**config.mk**
```make
export PLATFORM = sky130hd
export DESIGN_NAME = shadow_attr_decoder
export DESIGN_NICKNAME = d
export VERILOG_FILES = /design/src/rtl/shadow_attr_pkg.sv /design/src/rtl/shadow_field_map.sv /design/src/rtl/shadow_addr_decode.sv /design/src/rtl/shadow_change_detect.sv /design/src/rtl/shadow_attr_decoder.sv
export SDC_FILE = /design/constraint.sdc
export NUM_CORES = 1
export LEC_CHECK = 0
export ABC_AREA = 1
export BUFFER_PORTS_ARGS = -buffer_cell sky130_fd_sc_hd__buf_2
export CAP_MARGIN = 5
export CORE_UTILIZATION = 25
export CTS_CLUSTER_SIZE = 8
export DETAILED_ROUTE_END_ITERATION = 10
export GPL_ROUTABILITY_DRIVEN = 0
export PLACE_DENSITY_LB_ADDON = 0.25
export SYNTH_ARGS = -nofsm -noshare
export SYNTH_HDL_FRONTEND = slang
export SYNTH_SLANG_ARGS = --single-unit
export TNS_END_PERCENT = 1
```
**constraint.sdc**
```tcl
create_clock -name clk -period 1 [get_ports clk]
set_input_delay 0.1 -clock clk [delete_from_list [all_inputs] [get_ports clk]]
set_output_delay 0.1 -clock clk [all_outputs]
set_load 0.1 [all_outputs]
```
**src/rtl/shadow_attr_pkg.sv**
```systemverilog
`timescale 1ns/1ps
package shadow_attr_pkg;
    localparam int CTL_W    = 8;                  // width of one control byte
    localparam int FIELD_W  = 2;                  // routing code width
    localparam int SUBS     = CTL_W / FIELD_W;    // 16 KB pieces per fine byte
    localparam int NUM_CTL  = 3;                  // control bytes held
    localparam int NUM_REG  = 2 * SUBS + 2;       // fine pieces plus E and F segments
    localparam int IDX_W    = $clog2(NUM_REG);
    localparam int SEG_BYTE = 2;                  // byte holding the 64 KB segment codes
    localparam int E_LSB    = 6;                  // E segment field position
    localparam int F_LSB    = 4;                  // F segment field position
    localparam int IDX_E    = 2 * SUBS;
    localparam int IDX_F    = 2 * SUBS + 1;

    typedef enum logic [FIELD_W-1:0] {
        ROUTE_BUS    = 2'd0,
        ROUTE_WR_RAM = 2'd1,
        ROUTE_RD_RAM = 2'd2,
        ROUTE_RAM    = 2'd3
    } route_code_e;

    typedef struct packed {
        logic rd_int;
        logic wr_int;
    } route_t;

    typedef logic [NUM_CTL-1:0][CTL_W-1:0]   ctl_bank_t;
    typedef logic [NUM_REG-1:0][FIELD_W-1:0] code_vec_t;

    function automatic route_t code_to_route(input logic [FIELD_W-1:0] code);
        route_t r;
        r.rd_int = (code == ROUTE_RD_RAM) || (code == ROUTE_RAM);
        r.wr_int = (code == ROUTE_WR_RAM) || (code == ROUTE_RAM);
        return r;
    endfunction
endpackage

```
**src/rtl/shadow_field_map.sv**
```systemverilog
`timescale 1ns/1ps
module shadow_field_map
    import shadow_attr_pkg::*;
(
    input  ctl_bank_t ctl_i,
    output code_vec_t code_o
);
    // Fine bytes: one code per 16 KB piece, ascending address order.
    for (genvar k = 0; k < SUBS; k++) begin : g_fine
        assign code_o[k]        = ctl_i[0][k*FIELD_W +: FIELD_W];
        assign code_o[SUBS + k] = ctl_i[1][k*FIELD_W +: FIELD_W];
    end
    // Coarse byte: only the upper two fields route anything.
    assign code_o[IDX_E] = ctl_i[SEG_BYTE][E_LSB +: FIELD_W];
    assign code_o[IDX_F] = ctl_i[SEG_BYTE][F_LSB +: FIELD_W];
endmodule

```
**src/rtl/shadow_addr_decode.sv**
```systemverilog
`timescale 1ns/1ps
module shadow_addr_decode
    import shadow_attr_pkg::*;
#(
    parameter int ADDR_W = 20
) (
    input  logic [ADDR_W-1:0] addr_i,
    output logic              in_area_o,
    output logic [IDX_W-1:0]  idx_o
);
    localparam int TOP_MSB   = ADDR_W - 1;
    localparam int SEG_MSB   = ADDR_W - 3;
    localparam int PIECE_MSB = ADDR_W - 5;

    logic [1:0] seg;
    logic [1:0] piece;

    always_comb begin
        in_area_o = &addr_i[TOP_MSB -: 2];
        seg       = addr_i[SEG_MSB -: 2];
        piece     = addr_i[PIECE_MSB -: 2];
        unique case (seg)
            2'd0:    idx_o = IDX_W'(piece);
            2'd1:    idx_o = IDX_W'(SUBS) + IDX_W'(piece);
            2'd2:    idx_o = IDX_W'(IDX_E);
            default: idx_o = IDX_W'(IDX_F);
        endcase
    end
endmodule

```
**src/rtl/shadow_change_detect.sv**
```systemverilog
`timescale 1ns/1ps
module shadow_change_detect
    import shadow_attr_pkg::*;
(
    input  code_vec_t          old_i,
    input  code_vec_t          new_i,
    output logic [NUM_REG-1:0] diff_o
);
    for (genvar r = 0; r < NUM_REG; r++) begin : g_cmp
        assign diff_o[r] = |(old_i[r] ^ new_i[r]);
    end
endmodule

```
**src/rtl/shadow_attr_decoder.sv**
```systemverilog
`timescale 1ns/1ps
module shadow_attr_decoder
    import shadow_attr_pkg::*;
#(
    parameter int ADDR_W = 20
) (
    input  logic                     clk,
    input  logic                     rst_n,
    input  logic                     soft_rst_i,
    input  logic                     wr_en_i,
    input  logic [1:0]               wr_sel_i,
    input  logic [CTL_W-1:0]         wr_data_i,
    input  logic [ADDR_W-1:0]        addr_i,
    output logic                     rd_int_o,
    output logic                     wr_int_o,
    output logic                     bios_shadow_o,
    output logic [NUM_REG-1:0]       remap_o,
    output logic [NUM_CTL*CTL_W-1:0] cfg_o
);
    typedef struct packed {
        ctl_bank_t          ctl;
        logic [NUM_REG-1:0] remap;
    } state_t;

    state_t             st_d, st_q;
    ctl_bank_t          ctl_nxt;
    code_vec_t          code_q, code_nxt;
    logic [NUM_REG-1:0] code_diff;
    logic               in_area;
    logic [IDX_W-1:0]   reg_idx;
    route_t             route;

    // Candidate next control bytes; warm reset outranks a write.
    always_comb begin
        ctl_nxt = st_q.ctl;
        if (soft_rst_i) begin
            ctl_nxt[SEG_BYTE][F_LSB +: FIELD_W] = '0;
        end else if (wr_en_i && (32'(wr_sel_i) < NUM_CTL)) begin
            ctl_nxt[wr_sel_i] = wr_data_i;
        end
    end

    shadow_field_map u_map_q   (.ctl_i(st_q.ctl), .code_o(code_q));
    shadow_field_map u_map_nxt (.ctl_i(ctl_nxt),  .code_o(code_nxt));

    shadow_change_detect u_diff (
        .old_i (code_q),
        .new_i (code_nxt),
        .diff_o(code_diff)
    );

    always_comb begin
        st_d       = st_q;
        st_d.ctl   = ctl_nxt;
        st_d.remap = code_diff;
    end

    always_ff @(posedge clk or negedge rst_n) begin
        if (!rst_n) st_q <= '0;
        else        st_q <= st_d;
    end

    shadow_addr_decode #(.ADDR_W(ADDR_W)) u_addr (
        .addr_i   (addr_i),
        .in_area_o(in_area),
        .idx_o    (reg_idx)
    );

    always_comb begin
        route    = code_to_route(code_q[reg_idx]);
        rd_int_o = in_area & route.rd_int;
        wr_int_o = in_area & route.wr_int;
    end

    assign bios_shadow_o = code_to_route(code_q[IDX_F]).rd_int;
    assign remap_o       = st_q.remap;
    assign cfg_o         = st_q.ctl;

    // ---------------- assertions ----------------
    assert_outside_ext_R5: assert property (@(posedge clk) disable iff (!rst_n)
        (addr_i[ADDR_W-1 -: 2] != 2'b11) |-> (!rd_int_o && !wr_int_o));

    assert_bios_read_R8: assert property (@(posedge clk) disable iff (!rst_n)
        (bios_shadow_o && (&addr_i[ADDR_W-1 -: 4])) |-> rd_int_o);

    assert_strobe_cause_R7: assert property (@(posedge clk) disable iff (!rst_n)
        (|remap_o) |-> $past(wr_en_i || soft_rst_i));

    assert_soft_clear_R9: assert property (@(posedge clk) disable iff (!rst_n)
        $past(soft_rst_i) |-> !bios_shadow_o);

    assert_soft_keep_R9: assert property (@(posedge clk) disable iff (!rst_n)
        $past(soft_rst_i) |-> (cfg_o[CTL_W*2-1:0] == $past(cfg_o[CTL_W*2-1:0])));

    assert_soft_wins_R10: assert property (@(posedge clk) disable iff (!rst_n)
        ($past(soft_rst_i) && $past(wr_en_i)) |-> (cfg_o[CTL_W*2-1:0] == $past(cfg_o[CTL_W*2-1:0])));

    for (genvar r = 0; r < NUM_REG; r++) begin : g_strobe_chk
        assert_remap_diff_R7: assert property (@(posedge clk) disable iff (!rst_n)
            remap_o[r] |-> (code_q[r] != $past(code_q[r])));
        assert_remap_any_R7: assert property (@(posedge clk) disable iff (!rst_n)
            (code_q[r] != $past(code_q[r])) |-> remap_o[r]);
    end
endmodule

```
==> flow_metrics.py <==
metrics = {
    "run_status": {
        "status": "complete, but fails checks",
        "violations": "setup timing",
    },
    "cells_and_area": {
        "syn2layout_area_growth_pct": 90.3,
        "antenna_cells": 0,
        "fin_cells": 444,
        "nFillCells": 659,
        "fin_area_um2": 3510,
        "final_common_cell": "nand2_1",
        "final_cell_mix": "41 x nand2_1, 40 x inv_1, 39 x buf_12, 26 x nor2_1, 23 x buf_6",
        "drive_gt1_frac": 0.443,
        "fin_nets": 381,
        "fin_util": 0.505,
    },
    "power_and_ir_drop": {
        "finalPower_mw": 8.25,
        "pwr-share-comb": 0.563,
        "seq_power_share": 0.240,
        "power.internal_mw": 4.54,
        "p_per_area_nw_per_um2": 2350,
        "power.leakage_nw": 1.72,
        "ir_drop_mv": 1.21,
        "p_sw_frac": 0.449,
        "clkPwrFrac": 0.198,
        "p_switching_mw": 3.70,
    },
    "sta": {
        "setup_viol": 30,
        "period_share": 1.53,
        "drv_slew": 0,
        "whs_ps": 111,
        "finalHoldViolCount": 0,
        "fin_ws_ps": -528,
        "max_freq_mhz": 654,
        "clock_skew_ps": 6.95,
        "period_minus_slack_ps": 1530,
        "worst_slew_pin_slew_ps": 392,
        "tns_ps": -5090,
        "rsz0062_at_grt": "yes",
        "relSlewSlack": 0.738,
    },
    "placed_design": {
        "place_area_um2": 3220,
        "dp_cells": 432,
        "port_buffers": 56,
        "pre_cts_ws_ps": -387,
        "dp_hpwl_um": 4550,
    },
    "global_route": {
        "grt_start_max_net_pins": 19,
        "grt_first_pass_wirelength_um": 9480,
        "antenna_found_initial": 0,
        "first_global_vias": 1974,
        "overflow": 0,
        "grt_usage": 0.164,
    },
    "clock_network": {
        "cts.reportedPaths.clkPinSlew_ps": 80,
        "clk_latency_ps": 300,
        "cts-htree-levels": 2,
        "numCtsBuffers": 5,
        "cts_buffer_depth": 2,
        "cts_tree": "built",
        "clock_sinks": 34,
        "cts-root-buf": "clkbuf_8",
    },
    "critical_path": {
        "required_ps": 900,
        "path_cells": "inv_4 -> nand3_2 -> nand3_2 -> nand2_2 -> nand2_2 -> a21oi_4 -> buf_12",
        "setup.worst_path.class": "reg2out",
        "cpPeakStageDelay_ps": 430,
        "crit_fanout": 3,
        "worst_path_max_delay_cell": "dfrtp_4",
        "end_kind": "primary output",
        "critPathLaunchType": "register",
        "arrival_ps": 1430,
    },
    "yosys": {
        "ys_seq_elements": 34,
        "syn_nets": 276,
        "syn_inst": 242,
        "ys_types": 18,
        "avgSynthCellArea_um2": 7.62,
        "syn_area_um2": 1840,
        "ys_warn_count": 0,
        "ys_seq_area_frac": 0.461,
    },
    "route": {
        "antenna_left": 0,
        "first_iter_violations": 97,
        "via_per_inst": 4.47,
        "route.vias.total": 1986,
        "first_pass_iters": 4,
        "drt-wirelength-per-cell_um": 13.3,
        "drc_errors": 0,
        "wl_um": 5920,
    },
    "floorplan": {
        "io_pins": 71,
        "die_w_um": 87.9,
        "row_count": 30,
        "die_area_um2": 7720,
        "initial_core_util": 0.266,
        "core-area_um2": 6940,
        "die_y_um": 87.9,
    },
    "flow_run": {
        "cap_violations": 0,
    },
    "worst_hold_path": {
        "min_path_type": "in2reg",
    },
}
## critical path, delay by kind of cell (launching register included)
kind | cells | cell delay, ps
AOI/OAI and AO/OA | 1 | 170
buffers and inverters | 2 | 230
DFF | 1 | 430
and+or+nand+nor | 4 | 290
## synthesized netlist by cell type
cell type / instances / area, um2
nor2_4: 1 / 11.3
o21ai_0: 24 / 120
nand3_1: 23 / 115
o21bai_1: 17 / 128
nand3_2: 1 / 10.0
nand2_1: 47 / 176
a21boi_0: 1 / 7.51
buf_2: 2 / 10.0
o211ai_1: 1 / 7.51
nor2_1: 27 / 101
buf_4: 2 / 15.0
buf_6: 1 / 11.3
dfrtp_1: 34 / 851
clkbuf_1: 1 / 3.75
nand3b_1: 8 / 60.1
inv_1: 45 / 169
nand2_4: 2 / 22.5
a21oi_1: 5 / 25.0
## final timing paths
path                       slack, ps    startpoint         end  depth (start not counted)
max in group asynchronous        360         rst_n   cfg_o[14]                          3
min in group asynchronous        220         rst_n  remap_o[9]                          2
setup reg to reg                -110      cfg_o[9]  remap_o[4]                          4
hold reg to reg                  540      register    register                          2
hold / removal                   110  wr_data_i[2]  remap_o[5]                          3
setup / recovery                -530      cfg_o[6]    wr_int_o                          7
## power groups by stage
stage / Sequential (mW) / Clock (mW) / Combinational [mW]
2_1_floorplan: 3.96 / 0 / 0.538
3_3_place_gp: 1.96 / 0 / 4.42
3_5_place_dp: 1.97 / 0 / 4.45
4_1_cts: 1.97 / 1.64 / 4.56
5_1_grt: 2.01 / 1.71 / 4.83
6_report: 1.98 / 1.63 / 4.64
## repair_timing
item / 4_1_cts / 5_1_grt
pin swaps: 3 / 9
gates cloned: 0 / 0
endpoints found under the hold margin: 34 / 0
hold buffers: 1 / 0
gates resized for setup: 21 / 19
setup buffers: 0 / 3
endpoints found under the setup margin: 31 / 38
## area by class of cell
| cell class | instances | area, um2 | area share |
|---|---|---|---|
| well taps | 96 | 120 | 0.0342 |
| repair buffers | 104 | 1310 | 0.373 |
| clock inverters | 2 | 60.1 | 0.0171 |
| flip-flops and latches | 34 | 918 | 0.262 |
| clock buffers | 6 | 82.6 | 0.0235 |
| multi-input cells | 157 | 847 | 0.241 |
| inverters | 45 | 171 | 0.0488 |
## kinds of logic (layout without fill, tap and decap cells)
family | after synthesis | after routing | share of synthesized area
simple gates | 109 | 109 | 0.269
compound gates | 48 | 48 | 0.156
buf+inv | 51 | 157 | 0.113
flops | 34 | 34 | 0.461
## layer usage
metal | track usage | wire length (um) | vias up
met5 | 0 | 0 | -
met3 | 0.0368 | 265 | 11
met1 | 0.209 | 2570 | 952
li1 | - | - | 978
met2 | 0.267 | 2970 | 45
met4 | 0.0686 | 121 | 0
No activity file was read; power rests on OpenSTA's default activity.
